### src/rtl/pedge_pkg.sv
package pedge_pkg;
  localparam int ADDR_W = 3;

  localparam logic [ADDR_W-1:0] A_LEVEL = 3'd0;
  localparam logic [ADDR_W-1:0] A_PULL  = 3'd1;
  localparam logic [ADDR_W-1:0] A_POL   = 3'd2;
  localparam logic [ADDR_W-1:0] A_IRQEN = 3'd3;
  localparam logic [ADDR_W-1:0] A_FLAG  = 3'd4;
endpackage

### src/rtl/pedge_sync.sv
module pedge_sync #(
  parameter int          PORT_W    = 8,
  parameter logic [PORT_W-1:0] IMPL_MASK = 8'hC3
) (
  input  logic              clk,
  input  logic              rst_n,
  input  logic [PORT_W-1:0] pin_in,
  output logic [PORT_W-1:0] smp_cur,
  output logic [PORT_W-1:0] smp_prev
);
  for (genvar i = 0; i < PORT_W; i++) begin : g_bit
    if (IMPL_MASK[i]) begin : g_impl
      logic meta_q, cur_q, prev_q;
      logic meta_d, cur_d, prev_d;

      always_comb begin
        meta_d = pin_in[i];
        cur_d  = meta_q;
        prev_d = cur_q;
      end

      always_ff @(posedge clk or negedge rst_n) begin
        if (!rst_n) begin
          meta_q <= 1'b0;
          cur_q  <= 1'b0;
          prev_q <= 1'b0;
        end else begin
          meta_q <= meta_d;
          cur_q  <= cur_d;
          prev_q <= prev_d;
        end
      end

      assign smp_cur[i]  = cur_q;
      assign smp_prev[i] = prev_q;
    end else begin : g_rsvd
      assign smp_cur[i]  = 1'b0;
      assign smp_prev[i] = 1'b0;
    end
  end
endmodule

### src/rtl/pedge_edge.sv
module pedge_edge #(
  parameter int          PORT_W    = 8,
  parameter logic [PORT_W-1:0] IMPL_MASK = 8'hC3
) (
  input  logic [PORT_W-1:0] smp_cur,
  input  logic [PORT_W-1:0] smp_prev,
  input  logic [PORT_W-1:0] pol_q,
  output logic [PORT_W-1:0] edge_hit
);
  logic [PORT_W-1:0] moved;

  always_comb begin
    moved    = smp_cur ^ smp_prev;
    // polarity 1: new level 1 means rising; polarity 0: new level 0 means falling
    edge_hit = moved & ~(smp_cur ^ pol_q) & IMPL_MASK;
  end
endmodule

### src/rtl/pedge_flags.sv
module pedge_flags #(
  parameter int          PORT_W    = 8,
  parameter logic [PORT_W-1:0] IMPL_MASK = 8'hC3
) (
  input  logic              clk,
  input  logic              rst_n,
  input  logic [PORT_W-1:0] edge_hit,
  input  logic [PORT_W-1:0] clr_vec,
  output logic [PORT_W-1:0] flag_q
);
  for (genvar i = 0; i < PORT_W; i++) begin : g_bit
    if (IMPL_MASK[i]) begin : g_impl
      logic f_q, f_d, f_en;

      always_comb begin
        f_en = edge_hit[i] | clr_vec[i];
        // an edge in the clear cycle keeps the flag set
        f_d  = edge_hit[i];
      end

      always_ff @(posedge clk or negedge rst_n) begin
        if (!rst_n)    f_q <= 1'b0;
        else if (f_en) f_q <= f_d;
      end

      assign flag_q[i] = f_q;
    end else begin : g_rsvd
      assign flag_q[i] = 1'b0;
    end
  end
endmodule

### src/rtl/pedge_regs.sv
module pedge_regs
  import pedge_pkg::*;
#(
  parameter int          PORT_W    = 8,
  parameter logic [PORT_W-1:0] IMPL_MASK = 8'hC3
) (
  input  logic              clk,
  input  logic              rst_n,
  input  logic              bus_sel,
  input  logic              bus_wr,
  input  logic [ADDR_W-1:0] bus_addr,
  input  logic [PORT_W-1:0] bus_wdata,
  input  logic [PORT_W-1:0] level,
  input  logic [PORT_W-1:0] flag_q,
  output logic [PORT_W-1:0] bus_rdata,
  output logic [PORT_W-1:0] pe_q,
  output logic [PORT_W-1:0] pol_q,
  output logic [PORT_W-1:0] ie_q,
  output logic [PORT_W-1:0] clr_vec
);
  logic              wr_any;
  logic              pe_en, pol_en, ie_en;
  logic [PORT_W-1:0] wmask;

  always_comb begin
    wr_any  = bus_sel & bus_wr;
    wmask   = bus_wdata & IMPL_MASK;
    pe_en   = wr_any && (bus_addr == A_PULL);
    pol_en  = wr_any && (bus_addr == A_POL);
    ie_en   = wr_any && (bus_addr == A_IRQEN);
    clr_vec = (wr_any && (bus_addr == A_FLAG)) ? wmask : '0;
  end

  always_ff @(posedge clk or negedge rst_n) begin
    if (!rst_n) begin
      pe_q <= '0;
    end else if (pe_en) begin
      pe_q <= wmask;
    end
  end

  always_ff @(posedge clk or negedge rst_n) begin
    if (!rst_n) begin
      pol_q <= '0;
    end else if (pol_en) begin
      pol_q <= wmask;
    end
  end

  always_ff @(posedge clk or negedge rst_n) begin
    if (!rst_n) begin
      ie_q <= '0;
    end else if (ie_en) begin
      ie_q <= wmask;
    end
  end

  always_comb begin
    bus_rdata = '0;
    if (bus_sel && !bus_wr) begin
      case (bus_addr)
        A_LEVEL: bus_rdata = level & IMPL_MASK;
        A_PULL:  bus_rdata = pe_q;
        A_POL:   bus_rdata = pol_q;
        A_IRQEN: bus_rdata = ie_q;
        A_FLAG:  bus_rdata = flag_q;
        default: bus_rdata = '0;
      endcase
    end
  end
endmodule

### src/rtl/pedge_ctrl.sv
module pedge_ctrl
  import pedge_pkg::*;
#(
  parameter int          PORT_W    = 8,
  parameter logic [PORT_W-1:0] IMPL_MASK = 8'hC3
) (
  input  logic              clk,
  input  logic              rst_n,
  input  logic              bus_sel,
  input  logic              bus_wr,
  input  logic [ADDR_W-1:0] bus_addr,
  input  logic [PORT_W-1:0] bus_wdata,
  output logic [PORT_W-1:0] bus_rdata,
  input  logic [PORT_W-1:0] pin_in,
  output logic [PORT_W-1:0] pull_up_en,
  output logic [PORT_W-1:0] pull_dn_en,
  output logic              irq
);
  logic              rst_meta_q, rst_int_n;
  logic [PORT_W-1:0] smp_cur, smp_prev, edge_hit;
  logic [PORT_W-1:0] flag_q, pe_q, pol_q, ie_q, clr_vec;

  always_ff @(posedge clk or negedge rst_n) begin
    if (!rst_n) begin
      rst_meta_q <= 1'b0;
      rst_int_n  <= 1'b0;
    end else begin
      rst_meta_q <= 1'b1;
      rst_int_n  <= rst_meta_q;
    end
  end

  pedge_sync #(.PORT_W(PORT_W), .IMPL_MASK(IMPL_MASK)) u_sync (
    .clk      (clk),
    .rst_n    (rst_int_n),
    .pin_in   (pin_in),
    .smp_cur  (smp_cur),
    .smp_prev (smp_prev)
  );

  pedge_edge #(.PORT_W(PORT_W), .IMPL_MASK(IMPL_MASK)) u_edge (
    .smp_cur  (smp_cur),
    .smp_prev (smp_prev),
    .pol_q    (pol_q),
    .edge_hit (edge_hit)
  );

  pedge_flags #(.PORT_W(PORT_W), .IMPL_MASK(IMPL_MASK)) u_flags (
    .clk      (clk),
    .rst_n    (rst_int_n),
    .edge_hit (edge_hit),
    .clr_vec  (clr_vec),
    .flag_q   (flag_q)
  );

  pedge_regs #(.PORT_W(PORT_W), .IMPL_MASK(IMPL_MASK)) u_regs (
    .clk       (clk),
    .rst_n     (rst_int_n),
    .bus_sel   (bus_sel),
    .bus_wr    (bus_wr),
    .bus_addr  (bus_addr),
    .bus_wdata (bus_wdata),
    .level     (smp_cur),
    .flag_q    (flag_q),
    .bus_rdata (bus_rdata),
    .pe_q      (pe_q),
    .pol_q     (pol_q),
    .ie_q      (ie_q),
    .clr_vec   (clr_vec)
  );

  always_comb begin
    pull_up_en = pe_q & ~pol_q;
    pull_dn_en = pe_q & pol_q;
    irq        = |(flag_q & ie_q);
  end
endmodule

### config.mk
export PLATFORM = sky130hd
export DESIGN_NAME = pedge_ctrl
export DESIGN_NICKNAME = d
export VERILOG_FILES = /design/src/rtl/pedge_pkg.sv /design/src/rtl/pedge_sync.sv /design/src/rtl/pedge_edge.sv /design/src/rtl/pedge_flags.sv /design/src/rtl/pedge_regs.sv /design/src/rtl/pedge_ctrl.sv
export SDC_FILE = /design/constraint.sdc
export NUM_CORES = 1
export LEC_CHECK = 0
export ABC_AREA = 0
export CAP_MARGIN = 10
export CORE_ASPECT_RATIO = 1.25
export CORE_MARGIN = 4
export CORE_UTILIZATION = 44
export DETAILED_ROUTE_END_ITERATION = 16
export GPL_TIMING_DRIVEN = 0
export HOLD_SLACK_MARGIN = 0.05
export PLACE_DENSITY = 0.74
export SLEW_MARGIN = 20
export SYNTH_ARGS = -nofsm -noshare
export SYNTH_HDL_FRONTEND = slang
export SYNTH_HIERARCHICAL = 1
export SYNTH_SLANG_ARGS = --single-unit
### constraint.sdc
create_clock -name clk -period 1.3 [get_ports clk]
set_clock_uncertainty 0.1 [all_clocks]
set_input_delay 0.195 -clock clk [delete_from_list [all_inputs] [get_ports clk]]
set_output_delay 0.195 -clock clk [all_outputs]
set_load 0.005 [all_outputs]
==> results.txt <==
Status - finished, violations left
Violated checks - setup timing
Period utilisation layout - 1.247
Share of post-route cells with drive strength above 1 - 0.4908
Diode count - 0
Reg-to-reg endpoint - u_regs/pe_q[7]
Routed len/inst - 14.28 um
R2R Path Start - u_regs/pe_q[7]
Final Hold Viols - 0
Drt pass-1 iters - 4
Vias in the first global route - 1300
Dpl cells - 234
Setup crit start - u_regs/pe_q[7]
Fin nets - 242
Starting Density - 0.4657
Die height - 76.76 um
Crit end category - primary output
Layout fillers - 285
Total Routing Usage GR - 0.1674
Critical path's largest stage delay - 0.39 ns
Wire length of the first global-routing pass - 6251 um
Final setup viols - 23
RSZ-0062 raised after global routing - yes
Syn_area_per_cell - 10.81 um^2
CTS tree - done
Area Growth Syn to Fin - 40.38%
Slowest CP cell - dfrtp_1
Multi-input logic area - 832.0 um^2
Yosys synthesis warning count - 6
IO Count - 48
Most frequent cells in the layout - buf_4, dfrtp_1, conb_1
DR iter-0 viols - 33
Initial antenna violation count - 0
CP Launch Type - register
Crit path time final - 1.621 ns
Detailed-route via count - 1249
Reg area - 753.2 um^2
CORE AREA - 3573 um^2
Critical Path Fanout Max - 2
Actual slew at the worst max-slew pin - 0.6057 ns
Design Power - 2.674 mW
Clk sinks - 30
Total routed wirelength - 3671 um
Clock buffer depth - 2
Congestion Overflow GR - 0
DRC - 0
Hold Crit Class - reg -> async
Antenna Nets Post-Route - 0
DIE WIDTH - 63.01 um
Placer's final routability congestion estimate - 0.8439
Gate Count Post-Synth - 154
Post-DR vias/cell - 4.860
Final setup margin - -0.3213 ns
Commonest non-fill, non-tap cell in the layout - buf_4
Clk_lat worst skew - 0.27 ns
Cell depth of the worst setup path - 4
Crit path cell chain - mux2_4 > a22oi_2 > a21oi_1 > buf_2
Lkg Pwr - 1.101 nW
Htree depth - 2
Critical Path AT - 1.33 ns
DP HPWL - 2527 um
Final hold slack - 0.1761 ns
Register-to-register setup slack - 0.09 ns
Inserted Clock Buffers - 5
MaxCap Viol Count - 0
Buf/Inv on CP - 1
Slew Limit Headroom - 0.5962
Fmax - 0.6168 GHz
Worst vdd ir - 0.9297 mV
WP data required - 1.00 ns
Non-filler instance count after layout - 257
Critical Path End - bus_rdata[7]
Final Max Tran Viols - 0
Cell family with most CP delay - flip-flops
FF-to-FF path depth - 4
Row count - 24
Pin count of the biggest net entering global routing - 29
Die area - 4836 um^2
Cell Pwr Density - 1145 nW/um^2
Synth Cell Area - 1664 um^2
CTS root buffer - clkbuf_8
Port bufs - 27
Clock slew at reported path FFs - 0.06 ns
Worst Setup Path Type - reg -> out
## worst min path at each step
stage,endpoint,depth (start not counted)
2_1_floorplan,rst_int_n,0
3_3_place_gp,u_sync/g_bit[1].g_impl.cur_q,0
3_5_place_dp,u_sync/g_bit[7].g_impl.cur_q,0
4_1_cts,u_sync/g_bit[1].g_impl.cur_q,0
5_1_grt,u_flags/g_bit[6].g_impl.f_q,0
6_report,u_flags/g_bit[6].g_impl.f_q,0
## repair_timing
action                                  CTS  global route
endpoints found under the hold margin     2             0
hold buffers                              1             0
pin swaps                                11             7
setup buffers                            15             8
resized for setup                        97            18
endpoints found under the setup margin   57            24
## layout make-up
cell class | count | area share
inverters | 4 | 0.006427
plain buffers | 27 | 0.09159
clock buffers | 6 | 0.03535
well taps | 39 | 0.02089
repair buffers | 47 | 0.1671
flip-flops and latches | 30 | 0.3224
multi-input cells | 104 | 0.3562
## metrics by stage
step	area, um^2	TNS (ns)	setup WS, ns	utilization
global route	2336	-3.445	-0.3741	0.6537
finish	2336	-2.438	-0.3213	0.6537
CTS	2267	-1.814	-0.3125	0.6345
floorplan	1718	0	0.006374	-
global placement	2037	-17.01	-1.222	0.5700
detailed placement	2037	-18.07	-1.249	0.5700
## power by group
| part | internal, mW | leakage (nW) | total [mW] | switching (mW) |
|---|---|---|---|---|
| clock | 0.407 | 0.0431 | 0.710 | 0.303 |
| sequential | 1.05 | 0.344 | 1.18 | 0.127 |
| combinational | 0.521 | 0.714 | 0.785 | 0.263 |
| total | 1.98 | 1.10 | 2.67 | 0.693 |
## sequential cells by signal, indices dropped and copies added, names as in the netlist
signal,flops
u_regs/ie_q,4
rst_int_n,1
rst_meta_q,1
u_sync/g_bit.g_impl.cur_q,4
u_regs/pol_q,4
u_flags/g_bit.g_impl.f_q,4
u_sync/g_bit.g_impl.prev_q,4
u_regs/pe_q,4
u_sync/g_bit.g_impl.cur_d,4
## metal layers
layer	GRT usage	share of wire
met1	0.1878	0.40
met2	0.2904	0.53
met3	0.04971	0.057
met4	0.07285	0.018
met5	0	0
No activity file was read; power rests on OpenSTA's default activity.
